$ cat config.mk
export PLATFORM = sky130hd
export DESIGN_NAME = fpr_reduce_unit
export DESIGN_NICKNAME = d
export VERILOG_FILES = /design/src/rtl/fpr_pkg.sv /design/src/rtl/fpr_lzc.sv /design/src/rtl/fpr_near.sv /design/src/rtl/fpr_far.sv /design/src/rtl/fpr_reduce_unit.sv
export SDC_FILE = /design/constraint.sdc
export NUM_CORES = 1
export LEC_CHECK = 0
export CORE_UTILIZATION = 40
export CTS_CLUSTER_DIAMETER = 50
export DETAILED_ROUTE_END_ITERATION = 7
export GPL_TIMING_DRIVEN = 1
export PLACE_DENSITY = 0.59
export SLEW_MARGIN = 20
export SYNTH_ARGS = -nofsm -noshare
export SYNTH_HDL_FRONTEND = slang
export SYNTH_SLANG_ARGS = --single-unit
$ cat constraint.sdc
create_clock -name clk -period 0.8 [get_ports clk]
set_clock_uncertainty 0.2 [all_clocks]
set_input_delay 0.08 -clock clk [delete_from_list [all_inputs] [get_ports clk]]
set_output_delay 0.08 -clock clk [all_outputs]
set_load 0.005 [all_outputs]
$ cat src/rtl/fpr_pkg.sv
package fpr_pkg;
  localparam int unsigned EXP_W  = 11;
  localparam int unsigned MAN_W  = 52;
  localparam int unsigned SIG_W  = MAN_W + 1;
  localparam int unsigned FP_W   = 1 + EXP_W + MAN_W;
  localparam int unsigned BIAS   = (1 << (EXP_W - 1)) - 1;
  localparam int unsigned SH_W   = EXP_W + 2;
  localparam int unsigned WIN_W  = 2 * SIG_W + 2;
  localparam int unsigned CNT_W  = $clog2(SIG_W + 1);
  localparam int unsigned MW     = 4;

  typedef enum logic [1:0] {
    RM_NEAR = 2'b00,
    RM_DOWN = 2'b01,
    RM_UP   = 2'b10,
    RM_ZERO = 2'b11
  } rmode_e;
endpackage

$ cat src/rtl/fpr_lzc.sv
module fpr_lzc #(
  parameter int unsigned W  = 53,
  parameter int unsigned CW = $clog2(W + 1)
) (
  input  logic [W-1:0]  vec_i,
  output logic [CW-1:0] cnt_o
);
  // Highest set bit wins because later iterations overwrite earlier ones.
  always_comb begin
    cnt_o = CW'(W);
    for (int i = 0; i < int'(W); i++) begin
      if (vec_i[i]) cnt_o = CW'(int'(W) - 1 - i);
    end
  end
endmodule

$ cat src/rtl/fpr_near.sv
// Residue when the grid cuts inside the significand (1 <= shift <= 53).
// The residue is exact and always lands in the normal range.
module fpr_near
  import fpr_pkg::*;
(
  input  logic             sign_i,
  input  logic [EXP_W-1:0] eeff_i,
  input  logic [SIG_W-1:0] sig_i,
  input  logic [5:0]       sh_i,
  input  rmode_e           rm_i,
  output logic             zero_o,
  output logic [FP_W-1:0]  res_o
);
  logic [SIG_W-1:0] pow, lo, half, mag, norm;
  logic             qlsb, up;
  logic [CNT_W-1:0] lzc;
  logic [EXP_W-1:0] rexp;

  always_comb begin
    pow  = SIG_W'(1) << sh_i;
    half = SIG_W'(1) << (sh_i - 6'd1);
    lo   = sig_i & (pow - SIG_W'(1));
    qlsb = |(sig_i & pow);
    unique case (rm_i)
      RM_NEAR: up = (lo > half) || ((lo == half) && qlsb);
      RM_DOWN: up = sign_i && (lo != '0);
      RM_UP:   up = !sign_i && (lo != '0);
      default: up = 1'b0;
    endcase
    // Modulo-2^53 subtraction is exact because the residue stays below 2^53.
    mag = up ? (pow - lo) : lo;
  end

  fpr_lzc #(.W(SIG_W), .CW(CNT_W)) lzc_i (
    .vec_i (mag),
    .cnt_o (lzc)
  );

  always_comb begin
    norm   = mag << lzc;
    rexp   = eeff_i - EXP_W'(lzc);
    zero_o = (mag == '0);
    res_o  = {sign_i ^ up, rexp, norm[MAN_W-1:0]};
  end
endmodule

$ cat src/rtl/fpr_far.sv
// Operand lies entirely below the grid and moves one full step toward zero
// on the opposite side. The difference points against the direction of the
// rounding mode, so rounding only truncates. A window of 2*SIG_W+2 bits
// carries the whole significand, the guard bit and a nonzero sticky tail.
module fpr_far
  import fpr_pkg::*;
(
  input  logic              sign_i,
  input  logic signed [SH_W-1:0] sh_i,
  input  logic [SIG_W-1:0]  sig_i,
  input  logic [MW-1:0]     m_i,
  output logic [FP_W-1:0]   res_o,
  output logic              inexact_o
);
  localparam logic [6:0] WIN = 7'(WIN_W);

  logic [6:0]       shc;
  logic [WIN_W-1:0] diff, win;

  always_comb begin
    shc  = (sh_i > SH_W'($signed({1'b0, WIN}))) ? WIN : sh_i[6:0];
    // 2^shc - sig modulo 2^WIN_W: exact, because sig is nonzero.
    diff = (WIN_W'(1) << shc) - WIN_W'(sig_i);
    win  = diff << (WIN - shc);
    inexact_o = |win[WIN_W-SIG_W-1:0];
    res_o = {~sign_i,
             win[WIN_W-1] ? (EXP_W'(BIAS - 1) - EXP_W'(m_i)) : '0,
             win[WIN_W-2 -: MAN_W]};
  end
endmodule

$ cat src/rtl/fpr_reduce_unit.sv
module fpr_reduce_unit
  import fpr_pkg::*;
(
  input  logic        clk,
  input  logic        rst_n,
  input  logic [63:0] src_i,
  input  logic [7:0]  ctl_i,
  input  logic [1:0]  glob_rm_i,
  input  logic        pe_mask_i,
  output logic [63:0] res_o,
  output logic        invalid_o,
  output logic        precision_o
);
  localparam logic [EXP_W-1:0] EXP_ONES = '1;
  localparam int unsigned      SH_OFF   = BIAS + MAN_W;

  logic                   sign, is_nan, is_inf, is_zero, tiny_up;
  logic [EXP_W-1:0]       ex, eeff;
  logic [SIG_W-1:0]       sig;
  logic [MW-1:0]          m;
  logic signed [SH_W-1:0] sh;
  rmode_e                 rm_sel;
  logic [FP_W-1:0]        zero_res, near_res, far_res;
  logic                   near_zero, far_inexact;

  logic [FP_W-1:0] res_d;
  logic            inv_d, inexact_d, pe_d;

  always_comb begin
    sign    = src_i[FP_W-1];
    ex      = src_i[FP_W-2 -: EXP_W];
    m       = ctl_i[7:4];
    rm_sel  = rmode_e'(ctl_i[2] ? glob_rm_i : ctl_i[1:0]);
    is_nan  = (ex == EXP_ONES) && (src_i[MAN_W-1:0] != '0);
    is_inf  = (ex == EXP_ONES) && (src_i[MAN_W-1:0] == '0);
    is_zero = (ex == '0) && (src_i[MAN_W-1:0] == '0);
    eeff    = (ex == '0) ? EXP_W'(1) : ex;
    sig     = {ex != '0, src_i[MAN_W-1:0]};
    // Count of significand bits lying below the 2^-M grid position.
    sh      = SH_W'($signed(SH_OFF)) - $signed({2'b0, eeff}) - $signed({{(SH_W-MW){1'b0}}, m});
    zero_res = {rm_sel == RM_DOWN, {(FP_W-1){1'b0}}};
    tiny_up  = ((rm_sel == RM_UP) && !sign) || ((rm_sel == RM_DOWN) && sign);
  end

  fpr_near near_i (
    .sign_i (sign),
    .eeff_i (eeff),
    .sig_i  (sig),
    .sh_i   (sh[5:0]),
    .rm_i   (rm_sel),
    .zero_o (near_zero),
    .res_o  (near_res)
  );

  fpr_far far_i (
    .sign_i    (sign),
    .sh_i      (sh),
    .sig_i     (sig),
    .m_i       (m),
    .res_o     (far_res),
    .inexact_o (far_inexact)
  );

  // Next-state selection.
  always_comb begin
    res_d     = src_i;
    inv_d     = 1'b0;
    inexact_d = 1'b0;
    if (is_nan) begin
      res_d = {sign, EXP_ONES, 1'b1, src_i[MAN_W-2:0]};
      inv_d = ~src_i[MAN_W-1];
    end else if (is_inf) begin
      res_d = '0;
    end else if (is_zero || (sh <= SH_W'(0))) begin
      res_d = zero_res;
    end else if (sh <= SH_W'($signed(SIG_W))) begin
      res_d = near_zero ? zero_res : near_res;
    end else if (tiny_up) begin
      res_d     = far_res;
      inexact_d = far_inexact;
    end
    pe_d = inexact_d && !ctl_i[3] && !pe_mask_i;
  end

  // Result register.
  always_ff @(posedge clk or negedge rst_n) begin
    if (!rst_n) begin
      res_o       <= '0;
      invalid_o   <= 1'b0;
      precision_o <= 1'b0;
    end else begin
      res_o       <= res_d;
      invalid_o   <= inv_d;
      precision_o <= pe_d;
    end
  end

  assert_nan_quiet_R5: assert property (@(posedge clk) disable iff (!rst_n)
    is_nan |=> (res_o[62:51] == 12'hFFF && res_o[50:0] == $past(src_i[50:0])
                && invalid_o == !$past(src_i[51])));

  assert_inf_zero_R6: assert property (@(posedge clk) disable iff (!rst_n)
    is_inf |=> (res_o == 64'd0 && !invalid_o && !precision_o));

  assert_zero_sign_R7: assert property (@(posedge clk) disable iff (!rst_n)
    is_zero |=> (res_o == {$past(rm_sel == RM_DOWN), 63'd0}));

  assert_pe_suppress_R4: assert property (@(posedge clk) disable iff (!rst_n)
    (ctl_i[3] || pe_mask_i) |=> !precision_o);

  assert_bound_R12: assert property (@(posedge clk) disable iff (!rst_n)
    (!is_nan && !is_inf) |=> (res_o[62:52] <= (11'd1022 - 11'($past(ctl_i[7:4])))));

  assert_near_bound_R12: assert property (@(posedge clk) disable iff (!rst_n)
    (!is_nan && !is_inf && rm_sel == RM_NEAR) |=>
      ((res_o[62:52] < (11'd1022 - 11'($past(ctl_i[7:4])))) || (res_o[51:0] == 52'd0)));
endmodule

==> run summary, run 1 <==
Last stage = 5_1_grt
post-synth cell types = 125
worst ep type = sequential cell input
Yosys Warn Count = 0
share of the synthesized area in the top cell type = 0.07763
Main synth FF type = dfrtp_1
row cnt = 101
commonest cells in the netlist = 597 x nor2_1, 518 x nand2_1, 413 x a21oi_1
dpl cell area = 49,620 sq um
DP Worst Slack = -10,650 ps
error msg = [ERROR GRT-0232] Routing congestion too high. Check the congestion heatmap in the GUI.
clock sink count = 66
post-GRT worst EP = res_o[61]$_DFF_PN0_/D
Seq cells post-synth = 66
port bufs = 142
io pins = 143
status = did not finish
largest net degree at the start of global routing = 83
most area-consuming cells after synthesis = mux2i_1 7.8%, nor2_1 7.3%, a21oi_1 6.7%, nand2_1 6.3%, ha_1 6.1%
Mapped Area = 30,820 sq um
total CTS buffers = 9
Starting Density = 0.4051
number of synthesized flops with an enable pin = 0
Mapped Cells = 4,771
CTS H-tree lvls = 3
GRT Total Usage = 0.6933
sequential element share of the synthesized area = 0.05359
Longest Clk Path Bufs = 2
syn_nets = 5,002
Vert. Die Dim = 279.6 microns
Synth area leader = mux2i_1
Mean Syn Cell Area = 6.460 sq um
Routability Congestion = 1.171
ys async rst share = 1.000
final global-route overflow total = 4
most common cell in the netlist = nor2_1
CTS root buffer = clkbuf_16
Die W = 279.6 microns
dpl hpwl = 190,900 microns
routing by layer:
layer,track usage,overflow
met1,0.7047,0
met2,0.9033,2
met4,0.7150,2
met5,0.1326,0
met3,0.4615,0
cell families after synthesis:
kind of cell | count (synthesis) | synth area share
AOI/OAI and AO/OA | 1688 | 0.3676
xor gates and xnor gates | 131 | 0.03942
adders and majority gates | 154 | 0.06325
buffers and inverters | 512 | 0.06768
DFF | 66 | 0.05359
muxes | 339 | 0.1195
and+or+nand+nor | 1881 | 0.2889
through the flow:
step / instances / hold WS, ps / utilization
after CTS: 7962 / -582.2 / 0.7211
after detailed placement: 7751 / -227.5 / 0.6522
after global placement: 7751 / -230.8 / 0.6522
after floorplan: 4771 / -415.6 / -
repair_timing:
| item | CTS |
|---|---|
| buffers inserted | 202 |
| endpoints found under the setup margin | 132 |
| gates resized for setup | 787 |
| gates cloned | 8 |
| endpoints found under the hold margin | 66 |
| pin swaps | 227 |
==> inputs of run 2 (changes only) <==
--- a/config.mk
+++ b/config.mk
@@ -5,11 +5,10 @@
 export SDC_FILE = /design/constraint.sdc
 export NUM_CORES = 1
 export LEC_CHECK = 0
-export CORE_UTILIZATION = 40
-export CTS_CLUSTER_DIAMETER = 50
+export CORE_UTILIZATION = 25
 export DETAILED_ROUTE_END_ITERATION = 7
 export GPL_TIMING_DRIVEN = 1
-export PLACE_DENSITY = 0.59
+export PLACE_DENSITY_LB_ADDON = 0.15
 export SLEW_MARGIN = 20
 export SYNTH_ARGS = -nofsm -noshare
 export SYNTH_HDL_FRONTEND = slang
==> constraint.sdc (replaced) <==
create_clock -name clk -period 1 [get_ports clk]
set_clock_uncertainty 0.2 [all_clocks]
set_input_delay 0.1 -clock clk [delete_from_list [all_inputs] [get_ports clk]]
set_output_delay 0.1 -clock clk [all_outputs]
set_load 0.005 [all_outputs]
==> run 2 against run 1 <==
The flow now finishes, with violations (negative hold slack, negative setup slack). Synthesized cell count stayed put. Area after synthesis did not move.
==> run summary, run 2 <==
Hold Crit Class = input port to async pin
largest family of logic cells by synthesized area = compound AO/OA/AOI/OAI gates
final global-route overflow total = 0
most area-consuming cells after synthesis = mux2i_1 7.8%, nor2_1 7.3%, a21oi_1 6.7%, nand2_1 6.3%, ha_1 6.1%
Core Util, Final = 0.4656
top flop regs = res_o: 64 flops, invalid_o: 1 flops, precision_o: 1 flops
unrepaired setup endpoints after global routing = true
Post-Synth XOR/XNOR Area = 0.03942
DR vias/cell = 5.769
Critical Setup Path Class = input port to flip-flop
Routed wire per std cell = 31.45 microns
Mapped Area = 30,820 sq um
Setup TNS Final = -611,490 ps
post-synthesis adder-cell area fraction = 0.06325
synth-to-layout area growth = 84.37%
Main synth FF type = dfrtp_1
CP max stage cell = or4_4
syn_nets = 5,002
Nets = 7,288
CP endpoint = res_o[46]
row cnt = 128
number of synthesized flops with an enable pin = 0
Mapped Cells = 4,771
initial antenna violation count = 10
period utilization = 10.25
Buf/Inv on CP = 14
Longest Clk Path Bufs = 2
post-synth cell types = 125
Slew HR = 0.3031
Static Leakage = 26.42 nW
worst stage delay on the critical path = 600 ps
CP startpoint = src_i[55]
Synth Area in Compound Gates = 0.3676
Worst Path Required = 1050 ps
max cap viols = 0
startpoint types = input port
sequential element share of the synthesized area = 0.05359
first-pass GRT wire length = 374,900 microns
share of the synthesized area in the top cell type = 0.07763
Largest Register = res_o
Synth Area in Simple Gates = 0.2889
clock sink count = 66
CTS clk-pin slew, worst paths = 70 ps
clock tree from TritonCTS = done
max reg flops = 64
Final Max Tran Viols = 0
DP Worst Slack = -10,980 ps
CTS hold repair buffers = 1
final hold violation count = 10
GRT Total Usage = 0.4200
Vert. Die Dim = 353.1 microns
ys async rst share = 1.000
cell area after layout = 56,820 sq um
area of the core = 122,000 sq um
dpl cell area = 51,620 sq um
pwr/cell area = 3089 nW/um^2
Post-Route WL = 273,200 microns
CP max FO = 5
status = finished, violations left
layout cells sized above 1 = 0.4721
io pins = 143
most frequent CP cell = buf_4
DR iter-0 viols = 4,902
Seq cells post-synth = 66
hold_ws = -39.89 ps
drt drc = 0
dpl hpwl = 234,600 microns
Mean Syn Cell Area = 6.460 sq um
setup ws final = -9249 ps
violated checks = negative hold slack, negative setup slack
Worst EP arrival = 10,300 ps
total die area = 124,700 sq um
most common cell in the netlist = nor2_1
most frequent cells in the layout = 2,328 x buf_4, 562 x nor2_1, 492 x nand2_1
critical path depth = 57
Top Family by Delay on Critical Path = simple AND/OR/NAND/NOR gates
Routability Congestion = 1.053
post-synthesis mux area share = 0.1195
Synth area leader = mux2i_1
overall power = 0.1755 W
setup violators final = 132
Worst setup EP type = flip-flop
largest net degree at the start of global routing = 75
total CTS buffers = 9
Min Clock Period, post-route = 10,250 ps
number of global-route vias before repair = 49,070
CTS H-tree lvls = 3
Die W = 353.1 microns
Starting Density = 0.2525
most common library cell in the layout ignoring fill and taps = buf_4
CTS root buffer = clkbuf_16
commonest cells in the netlist = 597 x nor2_1, 518 x nand2_1, 413 x a21oi_1
via count = 50,130
Routed Antenna Nets = 0
Yosys Warn Count = 0
port bufs = 142
fmax = 97.57 MHz
Max VDD drop = 4.721 mV
drt first pass iters = 6
Worst-Margin Slew = 1045 ps
## run 2: power breakdown
part           total, W  switching (W)  internal [W]
Combinational     0.168         0.0912        0.0768
Sequential      0.00419       0.000538       0.00366
Clock           0.00336        0.00141       0.00195
Total             0.176         0.0932        0.0824
## run 2: kinds of logic after synthesis
| family | after synthesis |
|---|---|
| buffers and inverters | 512 |
| multiplexers | 339 |
| adder cells (fa/ha/maj) | 154 |
| XOR/XNOR | 131 |
| flip-flops | 66 |
| AND/OR/NAND/NOR | 1881 |
| AO/OA/AOI/OAI | 1688 |
## run 2: repair_timing
action,4_1_cts,5_1_grt
endpoints found under the hold margin,66,10
pin swaps,149,169
gates cloned,8,0
resized for setup,533,409
setup buffers,105,58
setup endpoints to repair,132,132
## run 2: worst min-delay path by stage
stage               depth (start not counted)  start  slack (ps)        end
floorplan                                   0  rst_n        -400  invalid_o
global placement                            1  rst_n        -220  res_o[50]
detailed placement                          1  rst_n        -220  res_o[50]
CTS                                         2  rst_n         -40  res_o[50]
global route                                2  rst_n         -20  res_o[50]
finish                                      2  rst_n         -40  res_o[50]
## run 2: area by class of cell
| type | instances | area, sq um |
|---|---|---|
| Fill cell | 12860 | 65220 |
| Antenna cell | 2 | 5.005 |
| Clock buffer | 9 | 225.2 |
| Clock inverter | 7 | 76.32 |
| Sequential cell | 66 | 1655 |
| Timing Repair inverter | 1 | 3.754 |
| Timing Repair Buffer | 2587 | 20640 |
| Tap cell | 1625 | 2033 |
| Inverter | 199 | 785.8 |
| Multi-Input combinational cell | 4193 | 31400 |
## run 2: metal layers
layer | up-vias | GRT usage | wire length [microns]
li1 | 22570 | - | -
met1 | 24450 | 0.5202 | 110500
met2 | 2415 | 0.6843 | 121600
met3 | 689 | 0.05540 | 18680
met4 | 8 | 0.2697 | 22400
met5 | - | 0 | 54
## run 2: per-stage QoR
step,hold WS (ps),std cells
after floorplan,-395.6,4771
after global placement,-219.7,8519
after detailed placement,-222.4,8519
after CTS,-44.50,8643
after global routing,-22.08,8687
final,-39.89,8689
(Power assumes the default switching activity.)
